## config.mk

```make
export PLATFORM = sky130hd
export DESIGN_NAME = acc_rowgen
export DESIGN_NICKNAME = d
export VERILOG_FILES = /design/src/rtl/acc_rowgen_pkg.sv /design/src/rtl/acc_rowgen_base.sv /design/src/rtl/acc_rowgen_seq.sv /design/src/rtl/acc_rowgen_emit.sv /design/src/rtl/acc_rowgen.sv
export SDC_FILE = /design/constraint.sdc
export NUM_CORES = 1
export LEC_CHECK = 0
export ABC_AREA = 0
export BUFFER_PORTS_ARGS = -buffer_cell sky130_fd_sc_hd__buf_2
export CAP_MARGIN = 20
export CELL_PAD_IN_SITES_DETAIL_PLACEMENT = 0
export CELL_PAD_IN_SITES_GLOBAL_PLACEMENT = 1
export CORE_UTILIZATION = 10
export CTS_CLUSTER_DIAMETER = 100
export DETAILED_ROUTE_END_ITERATION = 12
export PLACE_DENSITY = 0.83
export SYNTH_ARGS = -nofsm -noshare
export SYNTH_HDL_FRONTEND = slang
export SYNTH_SLANG_ARGS = --single-unit
export TNS_END_PERCENT = 1
```

## constraint.sdc

```tcl
create_clock -name clk -period 2.7 [get_ports clk]
set_input_delay 0.27 -clock clk [delete_from_list [all_inputs] [get_ports clk]]
set_output_delay 0.27 -clock clk [all_outputs]
set_load 0.05 [all_outputs]
```

## src/rtl/acc_rowgen_pkg.sv

```systemverilog
package acc_rowgen_pkg;

  typedef enum logic {
    GRP_PAIR = 1'b0,
    GRP_QUAD = 1'b1
  } grp_mode_e;

  function automatic int rows_for_vl(input int vl_bits);
    return vl_bits / 8;
  endfunction

endpackage

```

## src/rtl/acc_rowgen_base.sv

```systemverilog
module acc_rowgen_base
  import acc_rowgen_pkg::*;
#(
  parameter int SEL_W   = 32,
  parameter int NUM_SEL = 4,
  parameter int ROW_W   = 4
) (
  input  logic [NUM_SEL*SEL_W-1:0]   sel_bank,
  input  logic [$clog2(NUM_SEL)-1:0] sel_idx,
  input  logic                       off_bit,
  input  grp_mode_e                  mode,
  output logic [ROW_W-1:0]           base,
  output logic [ROW_W-1:0]           stride
);
  localparam int ROWS = 1 << ROW_W;

  logic [SEL_W-1:0] slot [NUM_SEL];
  logic [SEL_W-1:0] pick;
  logic [SEL_W-1:0] sum;
  logic [SEL_W-1:0] mask_full;

  for (genvar g = 0; g < NUM_SEL; g++) begin : g_slot
    assign slot[g] = sel_bank[g*SEL_W +: SEL_W];
  end

  always_comb begin
    pick      = slot[sel_idx];
    sum       = pick + {{(SEL_W-2){1'b0}}, off_bit, 1'b0};
    stride    = (mode == GRP_QUAD) ? ROW_W'(ROWS/4) : ROW_W'(ROWS/2);
    mask_full = {{(SEL_W-ROW_W){1'b0}}, stride - ROW_W'(1)};
    base      = ROW_W'(sum & mask_full) & ~ROW_W'(1);
  end
endmodule

```

## src/rtl/acc_rowgen_seq.sv

```systemverilog
module acc_rowgen_seq
  import acc_rowgen_pkg::*;
#(
  parameter int MAX_GRP = 4
) (
  input  logic                       clk,
  input  logic                       rst_n,
  input  logic                       start,
  input  grp_mode_e                  mode,
  input  logic                       ready,
  output logic                       valid,
  output logic [$clog2(MAX_GRP)-1:0] grp,
  output logic                       half,
  output logic                       last,
  output logic                       load
);
  localparam int GRP_W = $clog2(MAX_GRP);

  grp_mode_e        mode_q;
  logic [GRP_W-1:0] grp_end;

  always_comb begin
    load    = start && !valid;
    grp_end = (mode_q == GRP_QUAD) ? GRP_W'(MAX_GRP-1) : GRP_W'(MAX_GRP/2-1);
    last    = valid && half && (grp == grp_end);
  end

  always_ff @(posedge clk) begin
    if (!rst_n) begin
      valid  <= 1'b0;
      grp    <= '0;
      half   <= 1'b0;
      mode_q <= GRP_PAIR;
    end else if (load) begin
      valid  <= 1'b1;
      grp    <= '0;
      half   <= 1'b0;
      mode_q <= mode;
    end else if (valid && ready) begin
      if (last) begin
        valid <= 1'b0;
      end else if (half) begin
        half <= 1'b0;
        grp  <= grp + GRP_W'(1);
      end else begin
        half <= 1'b1;
      end
    end
  end
endmodule

```

## src/rtl/acc_rowgen_emit.sv

```systemverilog
module acc_rowgen_emit #(
  parameter int ROW_W = 4,
  parameter int GRP_W = 2
) (
  input  logic             clk,
  input  logic             rst_n,
  input  logic             load,
  input  logic [ROW_W-1:0] base_in,
  input  logic [ROW_W-1:0] stride_in,
  input  logic [GRP_W-1:0] grp,
  input  logic             half,
  output logic [ROW_W-1:0] row
);
  logic [ROW_W-1:0] base_q;
  logic [ROW_W-1:0] stride_q;

  always_ff @(posedge clk) begin
    if (!rst_n) begin
      base_q   <= '0;
      stride_q <= '0;
    end else if (load) begin
      base_q   <= base_in;
      stride_q <= stride_in;
    end
  end

  always_comb begin
    row = base_q + ROW_W'(ROW_W'(grp) * stride_q) + {{(ROW_W-1){1'b0}}, half};
  end
endmodule

```

## src/rtl/acc_rowgen.sv

```systemverilog
module acc_rowgen
  import acc_rowgen_pkg::*;
#(
  parameter int VL_BITS = 128,
  parameter int SEL_W   = 32,
  parameter int NUM_SEL = 4,
  parameter int MAX_GRP = 4
) (
  input  logic                                clk,
  input  logic                                rst_n,
  input  logic                                start,
  input  logic [NUM_SEL*SEL_W-1:0]            sel_bank,
  input  logic [$clog2(NUM_SEL)-1:0]          sel_idx,
  input  logic                                off_bit,
  input  logic                                quad_mode,
  output logic                                row_valid,
  input  logic                                row_ready,
  output logic [$clog2(rows_for_vl(VL_BITS))-1:0] row_idx,
  output logic                                row_last
);
  localparam int ROWS  = rows_for_vl(VL_BITS);
  localparam int ROW_W = $clog2(ROWS);
  localparam int GRP_W = $clog2(MAX_GRP);

  grp_mode_e        mode_in;
  logic [ROW_W-1:0] base_c;
  logic [ROW_W-1:0] stride_c;
  logic [GRP_W-1:0] grp;
  logic             half;
  logic             load;

  assign mode_in = grp_mode_e'(quad_mode);

  acc_rowgen_base #(
    .SEL_W  (SEL_W),
    .NUM_SEL(NUM_SEL),
    .ROW_W  (ROW_W)
  ) u_base (
    .sel_bank(sel_bank),
    .sel_idx (sel_idx),
    .off_bit (off_bit),
    .mode    (mode_in),
    .base    (base_c),
    .stride  (stride_c)
  );

  acc_rowgen_seq #(
    .MAX_GRP(MAX_GRP)
  ) u_seq (
    .clk  (clk),
    .rst_n(rst_n),
    .start(start),
    .mode (mode_in),
    .ready(row_ready),
    .valid(row_valid),
    .grp  (grp),
    .half (half),
    .last (row_last),
    .load (load)
  );

  acc_rowgen_emit #(
    .ROW_W(ROW_W),
    .GRP_W(GRP_W)
  ) u_emit (
    .clk      (clk),
    .rst_n    (rst_n),
    .load     (load),
    .base_in  (base_c),
    .stride_in(stride_c),
    .grp      (grp),
    .half     (half),
    .row      (row_idx)
  );
endmodule

```

==> out/qor.txt, run 1 <==
Ant. Diodes -> 0
Max FO, Critical Path -> 6
CP max stage cell -> dfxtp_1
DR iter-0 viols -> 10
Die ar. -> 4892 µm²
Clock Path Buffers -> 2
Arrival @ worst endpoint -> 1500 ps
cts hold-fix bufs -> 0
# DRC -> 0
dpl ws -> 1147 ps
asr flop ratio synth -> 0%
post-CTS resize count -> 0
per-cell routed wire length -> 8.667 µm
worst relative slew slack -> 71.46%
clk slew on worst S/H paths -> 40 ps
initial antenna violation count -> 0
result of the run -> finished clean
I/O pin count -> 142
CP max stage delay -> 390 ps
pin count of the biggest net entering global routing -> 10
global placement routability congestion -> 0.7015
TritonCTS clock tree -> yes
first-pass GRT wire length -> 1.752 mm
fmax -> 563.7 MHz
PwrDens -> 499.3 nW/µm²
TritonCTS buffer count -> 3
post-synth top area share -> 34.69%
vias in the first global route -> 397
peak supply drop -> 0.2264 mV
CTS sink count -> 8
worst-skew pair later-pin latency -> 230 ps
area delta synth->final -> 41.73%
total of max-cap violations -> 0
grt total ovfl -> 0
Die H -> 69.95 µm
most common flop cell mapped by yosys -> dfxtp_1
RSZ-0062 raised after global routing -> no
Synth Register Bits -> 8
Yosys Warn Count -> 0
Seq/Total Area, Yosys -> 34.69%
Rows -> 24
area of the mapped netlist -> 461.7 µm²
Vias/cell -> 3.610
top cells by area, synth -> dfxtp_1 35%, ha_1 8.1%, mux4_1 5.7%
share of layout cells above drive strength 1 -> 35.21%
Least-Margin Pin Slew -> 427.3 ps
nature of the critical path endpoint -> output port
Hold WC Path Type -> input port to flip-flop
fin worst setup slack -> 926.0 ps
post-synth net total -> 189
Buffers on Ports -> 21
FILL cells -> 510
NumNets Final -> 212
CTS Root Cell -> clkbuf_8
crit path kind -> flip-flop to output port
Final Hold Fails -> 0
CP Cell Sequence -> and2_1 -> ha_1 -> xor2_1 -> xnor2_1 -> buf_2
Yosys top cell by area -> dfxtp_1
Period Utilization, post-route -> 65.70%
Post-Syn Instances -> 50
CORE AREA -> 4384 µm²
Final ANT Viol Nets -> 0
Final Setup Violations -> 0
H-Tree Depth -> 1
Die W -> 69.95 µm
top-count cell post-synth -> dfxtp_1
clock skew -> 0.6869 ps
Avg Inst Size Synth -> 9.234 µm²
DPL Wire Length -> 896.5 µm
static leakage -> 0.0002922 µW
postcts setup bufs -> 0
Routed Wire Length -> 1.066 mm
number of synthesized flops with an enable pin -> 0
Setup crit start kind -> flip-flop
setup TNS -> 0 ps
Final min period -> 1774 ps
Starting Density -> 10.53%
Tot GR Track Use -> 4.596%
top cells by count, synth -> 8 x dfxtp_1, 7 x nand2_1, 4 x a21oi_1
Distinct cells, synth -> 25
drt pass-1 iters -> 4
count of pins over their slew limit -> 0
via count of the routed design -> 444
Worst Path Required -> 2430 ps
[stage by stage]
stage	hold slack [ps]	total power (µW)	utilization [%]	instances	area [µm²]
floorplan	360.1	167.4	-	50	461.7
global placement	460.4	185.6	13.98	120	613.1
detailed placement	464.3	185.7	13.98	120	613.1
CTS	250.3	332.2	14.93	123	654.4
global route	253.2	340.9	14.93	123	654.4
finish	253.4	326.8	14.93	123	654.4
[kinds of logic after synthesis]
group / synth area share [%]
xor gates and xnor gates: 3.795
and+or+nand+nor: 23.31
buffers and inverters: 4.063
adders and majority gates: 8.131
DFF: 34.69
AOI/OAI and AO/OA: 15.45
muxes: 10.57
[state kept, by name, indices dropped and copies added (netlist names)]
signal / count
u_emit.base_q: 2
u_emit.stride_q: 2
u_seq.grp: 2
u_seq.half: 1
u_seq.valid: 1
[cell type report]
| cell class | count | area, µm² | share of cell area, % |
|---|---|---|---|
| multi-input cells | 39 | 282.8 | 43.21 |
| repair buffers | 21 | 105.1 | 16.06 |
| well taps | 52 | 65.06 | 9.943 |
| flip-flops and latches | 8 | 160.2 | 24.47 |
| clock buffers | 3 | 41.29 | 6.310 |
[critical path, delay by kind of cell, from the launching register on]
family | cells | cell delay (ps)
and+or+nand+nor | 1 | 150
DFF | 1 | 390
buffers and inverters | 1 | 290
xor gates and xnor gates | 2 | 300
adders and majority gates | 1 | 150
[power by group]
group / internal, µW / switching, µW / total, µW / leakage, µW
Combinational: 22.2 / 31.3 / 53.5 / 0.000205
Clock: 96.6 / 47.5 / 144 / 0.0000216
Sequential: 125 / 4.51 / 129 / 0.0000655
[per-layer routing]
layer,track usage (%),part of all wire [%],vias to the layer above
met4,3.333,2.7,0
met2,6.410,45,12
li1,-,-,230
met1,6.151,49,198
met5,0,0,-
met3,1.010,3.3,4
[placed cells by master (no fill, tap or decap)]
cell,n
o211ai_1,2
or3_1,1
a21boi_0,2
nand2b_1,1
mux4_2,1
xor2_1,1
nor2_1,1
clkbuf_8,3
nand4_1,1
nand4b_1,1
a21oi_1,4
nor3_1,1
and3_1,1
nand3_1,2
a31oi_1,1
xnor2_1,1
dfxtp_1,8
ha_1,3
buf_2,21
nand2_1,7
nor2b_1,2
mux4_1,1
and4b_1,1
and2_1,1
o21ai_0,3
[path summary, 6_finish.rpt]
check,startpoint,endpoint,slack (ps),cells past startpoint
worst max-delay path,u_seq.grp[0],row_idx[3],930,5
worst min-delay path,row_ready,u_seq.valid,250,2
worst min register to register,u_emit.base_q[1],u_emit.base_q[1],460,2
worst max register to register,u_emit.stride_q[2],u_seq.grp[1],1470,4
No activity file was read; power rests on OpenSTA's default activity.
==> run 2, diff against run 1 <==
--- a/config.mk
+++ b/config.mk
@@ -13,7 +13,7 @@
 export CORE_UTILIZATION = 10
 export CTS_CLUSTER_DIAMETER = 100
 export DETAILED_ROUTE_END_ITERATION = 12
-export PLACE_DENSITY = 0.83
+export PLACE_DENSITY = 0.87
 export SYNTH_ARGS = -nofsm -noshare
 export SYNTH_HDL_FRONTEND = slang
 export SYNTH_SLANG_ARGS = --single-unit
==> constraint.sdc (replaced) <==
create_clock -name clk -period 1.4 [get_ports clk]
set_input_delay 0.14 -clock clk [delete_from_list [all_inputs] [get_ports clk]]
set_output_delay 0.14 -clock clk [all_outputs]
set_load 0.05 [all_outputs]
==> out/qor.txt, run 2 (synthesis results as in run 1) <==
Least-Margin Pin Slew -> 391.0 ps (-36.32 ps)
fmax -> 668.8 MHz
crit path kind -> flip-flop to output port
Worst Path Required -> 1260 ps (-1170 ps)
Clock Path Buffers -> 2 (unchanged)
end point of the critical path -> row_last
WHS -> 129.5 ps (-123.9 ps)
initial antenna violation count -> 0 (unchanged)
H-Tree Depth -> 1 (unchanged)
clk slew on worst S/H paths -> 40 ps (about the same)
area delta synth->final -> 56.64%
Starting Density -> 10.53% (unchanged)
Ant. Diodes -> 0 (unchanged)
R2R Path Start -> u_seq.grp[1]
biggest regs -> u_emit.base_q (2), u_emit.stride_q (2), u_seq.grp (2)
Final ANT Viol Nets -> 0 (unchanged)
final instance area -> 723.2 µm² (+11%)
CP max stage delay -> 340 ps (-50 ps)
static leakage -> 0.0003123 µW (+6.9%)
CTS Root Cell -> clkbuf_8
I/O pin count -> 142 (unchanged)
most frequent cells in the layout -> 18 x buf_2, 7 x nand2_1, 5 x dfxtp_1, 4 x a21oi_1
Max FO, Critical Path -> 3 (-3)
pin count of the biggest net entering global routing -> 10 (unchanged)
worst-skew pair later-pin latency -> 230 ps (about the same)
capture point of the worst reg-to-reg path -> u_seq.half
Setup crit start kind -> flip-flop
global placement routability congestion -> 0.6961 (-0.77%)
NumNets Final -> 214 (+0.94%)
CP max stage cell -> and4b_2
nature of the critical path endpoint -> output port
crit-path leading delay family -> simple AND/OR/NAND/NOR gates
Rows -> 24 (unchanged)
share of layout cells above drive strength 1 -> 47.95% (+13 points)
first-pass GRT wire length -> 1.911 mm (+9.1%)
Period Utilization, post-route -> 106.8%
WP depth -> 3 (-2)
DR iter-0 viols -> 5 (-5)
switching share of power -> 25.68% (+0.17 points)
CTS sink count -> 8 (unchanged)
Routed Wire Length -> 1.109 mm (+4.0%)
Clock power frac -> 43.6% (-0.5 points)
postcts setup bufs -> 0 (unchanged)
Tot GR Track Use -> 4.932% (+0.34 points)
worst relative slew slack -> 73.88% (+2.4 points)
Seq pwr share -> 39.4% (about the same)
Buf/Inv on CP -> 1 (unchanged)
clock skew -> 0.5254 ps (-0.1615 ps)
Final Hold Fails -> 0 (unchanged)
CORE AREA -> 4384 µm² (unchanged)
Util after Layout -> 16.50% (+1.6 points)
result of the run -> complete, but fails checks
Total Power -> 637.9 µW (+95%)
setup TNS -> -169.8 ps (-169.8 ps)
# DRC -> 0 (unchanged)
Arrival @ worst endpoint -> 1360 ps (-140 ps)
most common cell after layout, fill and taps aside -> buf_2
combinational share of power -> 17.0% (+0.6 points)
sw power -> 163.8 µW (+97%)
count of pins over their slew limit -> 0 (unchanged)
reg-to-reg slack, setup -> 150 ps (-1320 ps)
Vias/cell -> 3.576 (-0.94%)
failing checks -> negative setup slack
via count of the routed design -> 447 (+0.68%)
drt pass-1 iters -> 4 (unchanged)
Die H -> 69.95 µm (unchanged)
WHS Path Cells -> 2 (unchanged)
CP Cell Sequence -> ha_1 -> and4b_2 -> buf_8
DPL Wire Length -> 876.9 µm (-2.2%)
TritonCTS buffer count -> 3 (unchanged)
fin worst setup slack -> -95.15 ps (-1021 ps)
TritonCTS clock tree -> yes
Final Setup Violations -> 2 (+2)
per-cell routed wire length -> 8.872 µm (+2.4%)
crit path from -> u_seq.grp[1]
Buffers on Ports -> 21 (unchanged)
Hold WC Path Type -> input port to flip-flop
RSZ-0062 raised after global routing -> yes
worst reg2reg path depth -> 4 (unchanged)
PwrDens -> 882.1 nW/µm² (+77%)
placed cell area -> 638.1 µm² (+4.1%)
Die ar. -> 4892 µm² (unchanged)
Die W -> 69.95 µm (unchanged)
grt total ovfl -> 0 (unchanged)
vias in the first global route -> 459 (+16%)
Final min period -> 1495 ps
peak supply drop -> 0.7268 mV (+220%)
total of max-cap violations -> 0 (unchanged)
internal power -> 474.1 µW (+95%)
==> run 2: how the worst min path moves through the flow <==
stage	start	end	slack, ps
floorplan	row_ready	u_seq.valid	220
global placement	row_ready	u_seq.valid	360
detailed placement	quad_mode	u_emit.stride_q[3]	370
CTS	row_ready	u_seq.valid	120
global route	row_ready	u_seq.valid	140
finish	quad_mode	u_emit.stride_q[3]	130
==> run 2: routing by layer <==
metal,wire [µm],vias up,track usage [%]
li1,-,233,-
met1,504,201,5.634
met2,535,11,7.906
met3,65,2,2.742
met4,4,0,1.333
met5,0,-,0
==> run 2: layout make-up <==
cell class                      instances  area (µm²)
Clock buffer                            3       41.29
Fill cell                             506        3661
Multi-Input combinational cell         39       314.1
Sequential cell                         8       163.9
Tap cell                               52       65.06
Timing Repair Buffer                   23       138.9
==> run 2: power by group through the flow <==
stage          registers, µW  logic, µW  clock network (µW)
6_report                 251        108                 278
3_5_place_dp             254        108                   0
2_1_floorplan            259       64.8                   0
5_1_grt                  253        120                 297
4_1_cts                  250        110                 282
3_3_place_gp             254        106                   0
==> run 2: metrics by stage <==
stage | instances | setup WS, ps
4_1_cts | 125 | -96.83
6_report | 125 | -95.15
3_5_place_dp | 122 | -12.05
5_1_grt | 125 | -140.7
2_1_floorplan | 50 | -88.67
3_3_place_gp | 122 | -10.55
==> run 2: what timing repair did <==
action | 4_1_cts | 5_1_grt
pin swaps | 1 | 1
setup endpoints to repair | 2 | 2
gates resized for setup | 10 | 2
hold buffers | 0 | 0
==> run 3, diff against run 2 <==
--- a/config.mk
+++ b/config.mk
@@ -14,6 +14,7 @@
 export CTS_CLUSTER_DIAMETER = 100
 export DETAILED_ROUTE_END_ITERATION = 12
 export PLACE_DENSITY = 0.87
+export RECOVER_POWER = 50
 export SYNTH_ARGS = -nofsm -noshare
 export SYNTH_HDL_FRONTEND = slang
 export SYNTH_SLANG_ARGS = --single-unit
==> out/qor.txt, run 3 (synthesis results as in run 1) <==
Final Hold Fails -> 0 (unchanged)
Least-Margin Pin Slew -> 603.4 ps (+212.4 ps)
placed cell count -> 122 (unchanged)
switching share of power -> 25.72% (+0.039 points)
Tot GR Track Use -> 4.932% (unchanged)
Max FO, Critical Path -> 3 (unchanged)
Util after Layout -> 16.44% (-0.057 points)
final non-filler cell total -> 125 (unchanged)
worst-skew pair later-pin latency -> 230 ps (about the same)
fmax -> 668.9 MHz (about the same)
Vias/cell -> 3.576 (unchanged)
Die ar. -> 4892 µm² (unchanged)
CORE AREA -> 4384 µm² (unchanged)
CP Cell Sequence -> ha_1 -> and4b_2 -> buf_8
Clock power frac -> 43.7% (about the same)
Seq pwr share -> 39.5% (about the same)
dpl ws -> -12.05 ps (unchanged)
Rows -> 24 (unchanged)
DPL Wire Length -> 876.9 µm (unchanged)
grt total ovfl -> 0 (unchanged)
hold endpoint -> u_emit.stride_q[3]
PwrDens -> 883.3 nW/µm² (+0.14%)
per-cell routed wire length -> 8.856 µm (-0.18%)
clock skew -> 0.4771 ps (-0.04831 ps)
FF+latch area -> 163.9 µm² (unchanged)
# DRC -> 0 (unchanged)
peak supply drop -> 0.7243 mV (-0.35%)
I/O pin count -> 142 (unchanged)
static leakage -> 0.0003049 µW (-2.3%)
result of the run -> complete, but fails checks
global placement routability congestion -> 0.6961 (unchanged)
TritonCTS buffer count -> 3 (unchanged)
Die W -> 69.95 µm (unchanged)
nature of the critical path endpoint -> output port
TritonCTS clock tree -> yes
crit path kind -> flip-flop to output port
Arrival @ worst endpoint -> 1350 ps (about the same)
H-Tree Depth -> 1 (unchanged)
Final min period -> 1495 ps (-0.1645 ps)
failing checks -> negative setup slack
DR iter-0 viols -> 4 (-1)
CTS Root Cell -> clkbuf_8
count of pins over their slew limit -> 0 (unchanged)
Setup crit start kind -> flip-flop
reg-to-reg slack, setup -> 150 ps (about the same)
initial antenna violation count -> 0 (unchanged)
Final ANT Viol Nets -> 0 (unchanged)
sw power -> 163.8 µW (about the same)
CTS sink count -> 8 (unchanged)
Clock Path Buffers -> 2 (unchanged)
Ant. Diodes -> 0 (unchanged)
Period Utilization, post-route -> 106.8% (about the same)
area delta synth->final -> 56.10%
CP max stage cell -> and4b_2
Die H -> 69.95 µm (unchanged)
Worst Path Required -> 1260 ps (about the same)
via count of the routed design -> 447 (unchanged)
postcts setup bufs -> 0 (unchanged)
Starting Density -> 10.53% (unchanged)
Hold WC Path Type -> input port to flip-flop
WHS -> 129.6 ps (+0.04700 ps)
worst reg2reg path depth -> 4 (unchanged)
setup TNS -> -169.6 ps (+0.2140 ps)
Routed Wire Length -> 1.107 mm (-0.18%)
vias in the first global route -> 459 (unchanged)
pin count of the biggest net entering global routing -> 10 (unchanged)
biggest regs -> u_emit.base_q (2), u_emit.stride_q (2), u_seq.grp (2)
most frequent cells in the layout -> 16 x buf_2, 7 x nand2_1, 5 x dfxtp_1, 4 x a21oi_1
internal power -> 472.8 µW (-0.26%)
Final Setup Violations -> 2 (unchanged)
R2R Path Start -> u_seq.grp[1]
NumNets Final -> 214 (unchanged)
combinational share of power -> 16.8% (-0.2 points)
Buffers on Ports -> 21 (unchanged)
Buf/Inv on CP -> 1 (unchanged)
crit-path leading delay family -> simple AND/OR/NAND/NOR gates
capture point of the worst reg-to-reg path -> u_seq.half
worst relative slew slack -> 59.95% (-14 points)
clk slew on worst S/H paths -> 40 ps (about the same)
most common cell after layout, fill and taps aside -> buf_2
total of max-cap violations -> 0 (unchanged)
area of the multi-input gates -> 314.1 µm² (unchanged)
share of layout cells above drive strength 1 -> 45.21% (-2.7 points)
RSZ-0062 raised after global routing -> yes
Hold Path Origin -> quad_mode
first-pass GRT wire length -> 1.911 mm (unchanged)
CP max stage delay -> 340 ps (about the same)
WHS Path Cells -> 2 (unchanged)
fin worst setup slack -> -94.99 ps (+0.1645 ps)
FILL cells -> 508 (+0.40%)
drt pass-1 iters -> 4 (unchanged)
cts hold-fix bufs -> 0 (unchanged)
==> run 3: cell count changes in the layout (fill, tap and decap cells not counted), sizes merged <==
cell,delta
clkbuf,+2
buf,-2
==> run 3: power groups by stage <==
stage / sequential [µW] / clock (µW) / combinational [µW]
floorplan: 259 / 0 / 64.8
global placement: 254 / 0 / 106
detailed placement: 254 / 0 / 108
CTS: 250 / 282 / 110
global route: 253 / 297 / 119
finish: 251 / 278 / 107
==> run 3: per-layer routing <==
metal  share of wire [%]  global-route usage [%]  vias to the layer above
li1                    -                       -                      233
met1                  45                   5.634                      201
met2                  48                   7.906                       11
met3                 5.7                   2.742                        2
met4                0.36                   1.333                        0
met5                   0                       0                        -
==> run 3: timing repair <==
| item | CTS | global route |
|---|---|---|
| setup endpoints to repair | 2 | 2 |
| gates resized for setup | 10 | 2 |
| pin swaps | 1 | 1 |
==> run 3: layout make-up <==
class	instances	share of cell area, %
multi-input cells	39	43.58
flip-flops and latches	8	22.74
repair buffers	23	18.92
well taps	52	9.028
clock buffers	3	5.729
==> run 3: metrics by stage <==
step                      instance area [µm²]  power [µW]
final                                   720.7       636.6
after global routing                    720.7       669.1
after CTS                               710.7       642.4
after detailed placement                638.1       361.9
after global placement                  638.1       359.9
after floorplan                         471.7       323.4
==> run 3: worst max-delay path by stage <==
| stage | cells after the start | from | endpoint | slack, ps |
|---|---|---|---|---|
| 2_1_floorplan | 4 | u_seq.grp[0] | row_idx[3] | -90 |
| 3_3_place_gp | 5 | u_emit.stride_q[2] | row_idx[3] | -10 |
| 3_5_place_dp | 5 | u_emit.stride_q[2] | row_idx[3] | -10 |
| 4_1_cts | 5 | u_emit.stride_q[2] | row_idx[3] | -100 |
| 5_1_grt | 3 | u_seq.grp[1] | row_last | -140 |
| 6_report | 3 | u_seq.grp[1] | row_last | -90 |
==> run 3: worst reg2reg max path: stages, from the launching register on <==
cell     delay [ps]
dfxtp_2         320
ha_1            320
and4b_2         340
nor2b_1          60
nor3_1          150
